$ cat src/rtl/cop_pkg.sv
package cop_pkg;
   localparam int CODE_W = 12;
   localparam int INSTR_W = CODE_W + 2;

   typedef struct packed {
      logic              wl;
      logic              seg;
      logic [CODE_W-1:0] code;
   } instr_t;

   typedef struct packed {
      logic              mem_rd;
      logic              mem_wr;
      logic              stat_rd;
      logic              arr_rd;
      logic              load;
      logic              exec;
      logic              bad;
      logic [CODE_W-1:0] ex_code;
      logic              ex_seg;
      logic              ex_wr;
   } dec_t;
endpackage

$ cat src/rtl/cop_select.sv
module cop_select #(
   parameter int PG_W       = 4,
   parameter bit PAGE_MATCH = 1'b1
) (
   input  logic          clk,
   input  logic          rst_n,
   input  logic          cfg_wr,
   input  logic [PG_W+1:0] cfg_d,
   input  logic          dsel_wr,
   input  logic [PG_W:0] dsel_d,
   input  logic          cs1_n,
   input  logic          cs2_n,
   output logic          hw_mode,
   output logic          sel
);
   localparam int CFG_W  = PG_W + 2;
   localparam int DSEL_W = PG_W + 1;

   logic [CFG_W-1:0]  cfg_q;
   logic [DSEL_W-1:0] dsel_q;
   logic              page_hit;

   if (PG_W < 1) begin : g_bad_pg
      $error("PG_W must be at least 1");
   end

   always_ff @(posedge clk or negedge rst_n) begin
      if (!rst_n) begin
         cfg_q  <= '0;
         dsel_q <= '0;
      end else begin
         if (cfg_wr)  cfg_q  <= cfg_d;
         if (dsel_wr) dsel_q <= dsel_d;
      end
   end

   if (PAGE_MATCH) begin : g_page
      assign page_hit = dsel_q[PG_W] && (dsel_q[PG_W-1:0] == cfg_q[CFG_W-1:2]);
   end else begin : g_nopage
      assign page_hit = 1'b0;
   end

   assign hw_mode = (cfg_q[1:0] == 2'b00);
   assign sel     = !cs1_n || !cs2_n || page_hit;


   mode_follows_write_chk: assert property (@(posedge clk) disable iff (!rst_n)
      cfg_wr |=> (hw_mode == ($past(cfg_d[1:0]) == 2'b00)));
endmodule

$ cat src/rtl/cop_status.sv
module cop_status #(
   parameter int AC_W = 12
) (
   input  logic            clk,
   input  logic            rst_n,
   input  logic            res_valid,
   input  logic [AC_W-1:0] res_addr,
   input  logic            res_match_n,
   input  logic            res_multi_n,
   input  logic            res_full_n,
   output logic [AC_W+2:0] stat
);
   always_ff @(posedge clk or negedge rst_n) begin
      if (!rst_n)         stat <= {3'b111, {AC_W{1'b0}}};
      else if (res_valid) stat <= {res_full_n, res_multi_n, res_match_n, res_addr};
   end


   status_hold_chk: assert property (@(posedge clk) disable iff (!rst_n)
      !res_valid |=> $stable(stat));
endmodule

$ cat src/rtl/cop_decode.sv
module cop_decode
   import cop_pkg::*;
#(
   parameter int          AC_W      = 12,
   parameter logic [11:0] DSEL_CODE = 12'h0F1
) (
   input  logic              act,
   input  logic              en,
   input  logic              hw_mode,
   input  logic              av_n,
   input  logic              we_n,
   input  logic              seg,
   input  logic [CODE_W-1:0] ac_code,
   input  logic [INSTR_W-1:0] dq_lo,
   input  instr_t            instr,
   input  logic              instr_vld,
   output dec_t              dec
);
   always_comb begin
      dec = '0;
      if (act && !en && hw_mode && av_n && !we_n && ac_code == DSEL_CODE) begin
         dec.exec    = 1'b1;
         dec.ex_code = DSEL_CODE;
         dec.ex_seg  = seg;
         dec.ex_wr   = 1'b1;
      end else if (act && en) begin
         if (av_n && we_n) begin
            dec.stat_rd = 1'b1;
         end else if (hw_mode) begin
            if (av_n) begin
               dec.exec    = 1'b1;
               dec.ex_code = ac_code;
               dec.ex_seg  = seg;
               dec.ex_wr   = 1'b1;
            end else if (we_n) begin
               dec.mem_rd = 1'b1;
            end else begin
               dec.mem_wr = 1'b1;
            end
         end else if (av_n) begin
            dec.load = 1'b1;
            if (dq_lo[CODE_W-1]) begin
               dec.exec    = 1'b1;
               dec.ex_code = dq_lo[CODE_W-1:0];
               dec.ex_seg  = dq_lo[CODE_W];
               dec.ex_wr   = !dq_lo[CODE_W+1];
            end
         end else if (!instr_vld || instr.code[CODE_W-1] || (we_n != instr.wl)) begin
            dec.bad = 1'b1;
         end else begin
            dec.exec    = 1'b1;
            dec.ex_code = instr.code;
            dec.ex_seg  = instr.seg;
            dec.ex_wr   = !we_n;
            dec.arr_rd  = we_n;
         end
      end
   end
endmodule

$ cat src/rtl/cop_host_port.sv
module cop_host_port
   import cop_pkg::*;
#(
   parameter int          AC_W       = 12,
   parameter int          DW         = 32,
   parameter int          PG_W       = 4,
   parameter bit          PAGE_MATCH = 1'b1,
   parameter logic [11:0] CFG_CODE   = 12'h0F0,
   parameter logic [11:0] DSEL_CODE  = 12'h0F1
) (
   input  logic            clk,
   input  logic            rst_n,
   input  logic            ce_n,
   input  logic            cs1_n,
   input  logic            cs2_n,
   input  logic            we_n,
   input  logic            oe_n,
   input  logic            av_n,
   input  logic            seg,
   input  logic [AC_W-1:0] ac,
   input  logic [DW-1:0]   dq_in,
   input  logic            vb_in,
   output logic [DW-1:0]   dq_out,
   output logic            dq_oe,
   output logic            vb_out,
   input  logic [DW-1:0]   arr_rdata,
   input  logic            arr_vld_n,
   output logic            mem_rd,
   output logic            mem_wr,
   output logic [AC_W-1:0] mem_addr,
   output logic            mem_seg,
   output logic            mem_vb_n,
   output logic [DW-1:0]   op_data,
   output logic            ctl_go,
   output logic [11:0]     ctl_code,
   output logic            ctl_seg,
   output logic            ctl_wr,
   input  logic            res_valid,
   input  logic [AC_W-1:0] res_addr,
   input  logic            res_match_n,
   input  logic            res_multi_n,
   input  logic            res_full_n,
   output logic            err
);
   localparam int STAT_W = AC_W + 3;
   localparam int PAD_W  = DW - STAT_W;

   if (AC_W < CODE_W) begin : g_bad_ac
      $error("AC_W must hold a full control code");
   end
   if (DW <= STAT_W || DW < INSTR_W || DW < PG_W + 2) begin : g_bad_dw
      $error("DW too narrow for status, instruction or configuration");
   end

   logic        hw_mode, sel, cfg_wr, dsel_wr, go;
   logic        instr_vld, src_stat;
   instr_t      instr_q;
   dec_t        dec;
   logic [STAT_W-1:0] stat;

   cop_select #(.PG_W(PG_W), .PAGE_MATCH(PAGE_MATCH)) u_sel (
      .clk(clk), .rst_n(rst_n),
      .cfg_wr(cfg_wr), .cfg_d(dq_in[PG_W+1:0]),
      .dsel_wr(dsel_wr), .dsel_d(dq_in[PG_W:0]),
      .cs1_n(cs1_n), .cs2_n(cs2_n),
      .hw_mode(hw_mode), .sel(sel)
   );

   cop_decode #(.AC_W(AC_W), .DSEL_CODE(DSEL_CODE)) u_dec (
      .act(!ce_n), .en(sel), .hw_mode(hw_mode),
      .av_n(av_n), .we_n(we_n), .seg(seg),
      .ac_code(ac[CODE_W-1:0]), .dq_lo(dq_in[INSTR_W-1:0]),
      .instr(instr_q), .instr_vld(instr_vld), .dec(dec)
   );

   cop_status #(.AC_W(AC_W)) u_stat (
      .clk(clk), .rst_n(rst_n), .res_valid(res_valid),
      .res_addr(res_addr), .res_match_n(res_match_n),
      .res_multi_n(res_multi_n), .res_full_n(res_full_n),
      .stat(stat)
   );

   assign cfg_wr  = dec.exec && dec.ex_wr && dec.ex_code == CFG_CODE;
   assign dsel_wr = dec.exec && dec.ex_wr && dec.ex_code == DSEL_CODE;
   assign go      = dec.exec && !cfg_wr && !dsel_wr;

   always_ff @(posedge clk or negedge rst_n) begin
      if (!rst_n) begin
         mem_rd    <= 1'b0;
         mem_wr    <= 1'b0;
         mem_addr  <= '0;
         mem_seg   <= 1'b0;
         mem_vb_n  <= 1'b1;
         op_data   <= '0;
         ctl_go    <= 1'b0;
         ctl_code  <= '0;
         ctl_seg   <= 1'b0;
         ctl_wr    <= 1'b0;
         instr_q   <= '0;
         instr_vld <= 1'b0;
         err       <= 1'b0;
         dq_oe     <= 1'b0;
         src_stat  <= 1'b0;
      end else begin
         mem_rd <= dec.mem_rd;
         mem_wr <= dec.mem_wr;
         ctl_go <= go;
         if (dec.mem_rd || dec.mem_wr) begin
            mem_addr <= ac;
            mem_seg  <= seg;
         end
         if (dec.mem_wr) mem_vb_n <= vb_in;
         if (dec.mem_wr || go) op_data <= dq_in;
         if (go) begin
            ctl_code <= dec.ex_code;
            ctl_seg  <= dec.ex_seg;
            ctl_wr   <= dec.ex_wr;
         end
         if (dec.load) begin
            instr_q   <= instr_t'(dq_in[INSTR_W-1:0]);
            instr_vld <= 1'b1;
         end
         if (dec.bad) err <= 1'b1;
         dq_oe    <= (dec.stat_rd || dec.mem_rd || dec.arr_rd) && !oe_n;
         src_stat <= dec.stat_rd;
      end
   end

   assign dq_out = !dq_oe ? '0 : (src_stat ? {{PAD_W{1'b0}}, stat} : arr_rdata);
   assign vb_out = (dq_oe && !src_stat) ? arr_vld_n : 1'b1;


   mem_only_hw_chk: assert property (@(posedge clk) disable iff (!rst_n)
      (mem_rd || mem_wr) |-> $past(hw_mode));


   err_sticky_chk: assert property (@(posedge clk) disable iff (!rst_n)
      err |=> err);


   one_strobe_chk: assert property (@(posedge clk) disable iff (!rst_n)
      $onehot0({mem_rd, mem_wr, ctl_go}));


   drive_needs_oe_chk: assert property (@(posedge clk) disable iff (!rst_n)
      dq_oe |-> $past(!oe_n && we_n && !ce_n));


   stat_read_keeps_instr_chk: assert property (@(posedge clk) disable iff (!rst_n)
      $past(dec.stat_rd) |-> $stable(instr_q));
endmodule

$ cat config.mk
export PLATFORM = sky130hd
export DESIGN_NAME = cop_host_port
export DESIGN_NICKNAME = d
export VERILOG_FILES = /design/src/rtl/cop_pkg.sv /design/src/rtl/cop_select.sv /design/src/rtl/cop_status.sv /design/src/rtl/cop_decode.sv /design/src/rtl/cop_host_port.sv
export SDC_FILE = /design/constraint.sdc
export NUM_CORES = 1
export LEC_CHECK = 0
export BUFFER_PORTS_ARGS = -buffer_cell sky130_fd_sc_hd__buf_2
export CAP_MARGIN = 20
export CELL_PAD_IN_SITES_DETAIL_PLACEMENT = 2
export CELL_PAD_IN_SITES_GLOBAL_PLACEMENT = 2
export CORE_ASPECT_RATIO = 1.4
export CORE_UTILIZATION = 32
export DETAILED_ROUTE_END_ITERATION = 8
export PLACE_DENSITY = 0.82
export SYNTH_ARGS = -nofsm -noshare
export SYNTH_HDL_FRONTEND = slang
export SYNTH_HIERARCHICAL = 1
export SYNTH_SLANG_ARGS = --single-unit
$ cat constraint.sdc
create_clock -name clk -period 3.54 [get_ports clk]
set_input_delay 0.354 -clock clk [delete_from_list [all_inputs] [get_ports clk]]
set_output_delay 0.354 -clock clk [all_outputs]
set_load 0.05 [all_outputs]
==> run summary <==
Number of antenna violations at the first check in global routing: 0
Core area: 0.0161 mm^2
Setup violators final: 0
Io pins: 201
Syn Inst Count: 381
CP startpoint: u_sel/cfg_q[4]$_DFFE_PN0P_
WL met2: 8610 um
CTS tree: done
Met3 Wirelength: 885 um
Worst-path cell chain: xnor2_1, nand3_1, o211ai_2, nand4_1, buf_4, o31ai_1, and4b_1, nand4_1, o31a_4, mux2_4
Synth async-reset ratio: 1.00
Reg2reg setup slack: 240 ps
Met1 wire length: 5820 um
Post_cts resized: 0
Fin crit share: 0.932
Clock tree buffer depth: 2
Footprint of the multi-input gates: 0.00235 mm^2
P&R area growth vs syn: 27.9%
Seq/Total Area, Yosys: 0.512
Die height: 153 um
Worst setup SP type: flop
Filler Cell Count: 1685
Router iterations before antenna repair: 4
PwrDens: 522 mW/mm^2
DRC viols: 0
TritonCTS buffer count: 9
Final min period: 3300 ps
Static Leak: 3.40 nW
Crit end category: flop
Peak VDD IR: 0.278 mV
Ys Warns: 6
Hold slack: 35.1 ps
Final WS setup: 240 ps
# clock sinks: 107
Top cells by count, synth: dfrtp_1, mux2_4, mux2_2
Die width: 110 um
First-pass GRT wire length: 24300 um
Critical path class: reg2reg
Hold Buf Count CTS: 0
Worst r2r src: u_sel/cfg_q[4]$_DFFE_PN0P_
Top routing layer used: met4
DRT iter0 DRCs: 137
Slowest cell delay on critical path: 540 ps
Crit path DAT: 3530 ps
Register cell area after layout: 0.00268 mm^2
Net Count, Synth: 484
FF-to-FF End: op_data[16]$_DFFE_PN0P_
Synth top area share: 0.492
Routability cong.: 0.768
Critical Path RT: 3770 ps
Sum Neg Setup Slack: 0 ps
Global route overflow: 0
Worst slew margin: 0.406
RSZ-0062 raised after global routing: false
Setup crit end: op_data[16]$_DFFE_PN0P_
Rows: 55
Worst Clk Skew: 13.3 ps
CTS H-tree depth: 3
Share of cells above drive strength 1: 0.583
Via Count: 3885
Largest net degree at the start of global routing: 108
Max-cap violations: 0
Worst path slowest cell: o31a_4
Max-slew violations: 0
Synth Register Bits: 107
Synth cell types: 47
DPL Wire Length: 12000 um
Worst-margin pin slew: 890 ps
Tot GR Track Use: 0.190
Vias per inst: 4.97
Routed Antenna Nets: 0
Avg Cell Area, Syn: 13.7 um^2
Nets@finish: 681
Top_reg_cell synth: dfrtp_1
Synth Cell Area: 0.00524 mm^2
Total Routed Length: 15700 um
R2R depth: 10
Number of synthesized flops with an enable pin: 0
Post-CTS Setup Bufs: 0
Synth area leader: dfrtp_1
Status: finished, final reports clean
Routed length per instance: 20.0 um
Max Clk Rate: 303 MHz
CP max FO: 32
Vias in the first global route: 4518
Die area: 0.0169 mm^2
IO Port Bufs: 200
DP Worst Slack: 75.7 ps
Most frequent cell after synthesis: dfrtp_1
Antenna Cells: 0
Critical Path Most Common Cell: nand4_1
Clk_lat worst skew: 350 ps
Initial Util: 0.325
Top post-synthesis cells by area: dfrtp_1, mux2_4, mux2_2, nor2b_1, mux2i_1
Root Buffer: clkbuf_16
Min-Delay Path Class: in2async
Clk pin slew, worst setup/hold paths: 80 ps
Final hold vios: 0
[worst min-delay path by stage]
stage,from,endpoint,slack (ps),depth (start not counted)
after global routing,rst_n,op_data[23]$_DFFE_PN0P_,60,2
after floorplan,rst_n,ctl_code[0]$_DFFE_PN0P_,60,0
after CTS,rst_n,op_data[29]$_DFFE_PN0P_,90,2
after global placement,instr_vld$_DFFE_PN0P_,instr_vld$_DFFE_PN0P_,440,1
after detailed placement,instr_vld$_DFFE_PN0P_,instr_vld$_DFFE_PN0P_,450,1
final,rst_n,op_data[29]$_DFFE_PN0P_,40,2
[per-stage QoR]
step / power (W) / cells / instance area, um^2 / util
2_1_floorplan: 0.00224 / 381 / 5240 / -
3_3_place_gp: 0.00252 / 766 / 6410 / 0.398
3_5_place_dp: 0.00256 / 766 / 6410 / 0.398
4_1_cts: 0.00356 / 782 / 6700 / 0.416
5_1_grt: 0.00364 / 782 / 6700 / 0.416
6_report: 0.00350 / 782 / 6700 / 0.416
[placed cells by master, fill, tap and decap left out, drive strengths merged, types with 2 or more instances in the layout]
master,Yosys,final
clkbuf,11,9
and4b,2,2
nor2b,27,27
dfrtp,103,103
nor2,7,7
nand2,7,7
or2,3,3
o21ai,3,3
nand3,2,2
nand2b,2,2
dfstp,4,4
a22o,7,7
a221oi,12,12
mux2i,16,16
a21oi,4,4
mux2,91,91
buf,14,211
and2,19,19
o31ai,4,4
inv,8,12
nand4,4,4
clkinv,0,2
nor3,11,11
xnor2,5,5
nor4b,2,2
[state kept, by name (all words and copies together) (netlist names), 5 cells and up]
register	flops
u_sel/cfg_q	6
instr_q	14
ctl_code	12
op_data	32
u_stat/stat	15
mem_addr	12
u_sel/dsel_q	5
[worst max-delay path, delay by kind of cell, from the launching register on]
family,cells,cell delay [ps]
muxes,1,380
buffers and inverters,1,230
and+or+nand+nor,4,730
AOI/OAI and AO/OA,3,1190
DFF,1,400
xor gates and xnor gates,1,210
[report_power, final]
| group | switching (W) | leakage, nW | internal, W |
|---|---|---|---|
| Clock | 0.000484 | 0.137 | 0.000488 |
| Combinational | 0.000726 | 1.92 | 0.000333 |
| Sequential | 0.0000927 | 1.34 | 0.00138 |
[layer usage]
metal,global-route usage,vias up
met5,0,-
met4,0.0677,0
met3,0.0260,24
met2,0.367,141
met1,0.204,1969
li1,-,1751
[kinds of logic (layout without fill, tap and decap cells)]
| kind of cell | count (synthesis) | count (layout) | synth area share |
|---|---|---|---|
| XOR/XNOR | 5 | 5 | 0.00979 |
| AO/OA/AOI/OAI | 36 | 36 | 0.0667 |
| buffers and inverters | 33 | 235 | 0.0401 |
| flip-flops | 107 | 107 | 0.512 |
| multiplexers | 107 | 107 | 0.259 |
| AND/OR/NAND/NOR | 93 | 93 | 0.112 |
[cell type report]
class                      count  share of cell area
multi-input combinational    241               0.352
clock inverter                 7             0.00841
tap                          199              0.0372
clock buffer                   9              0.0336
sequential                   107               0.401
inverter                       8             0.00448
timing repair buffer         211               0.164
(Power assumes the default switching activity.)
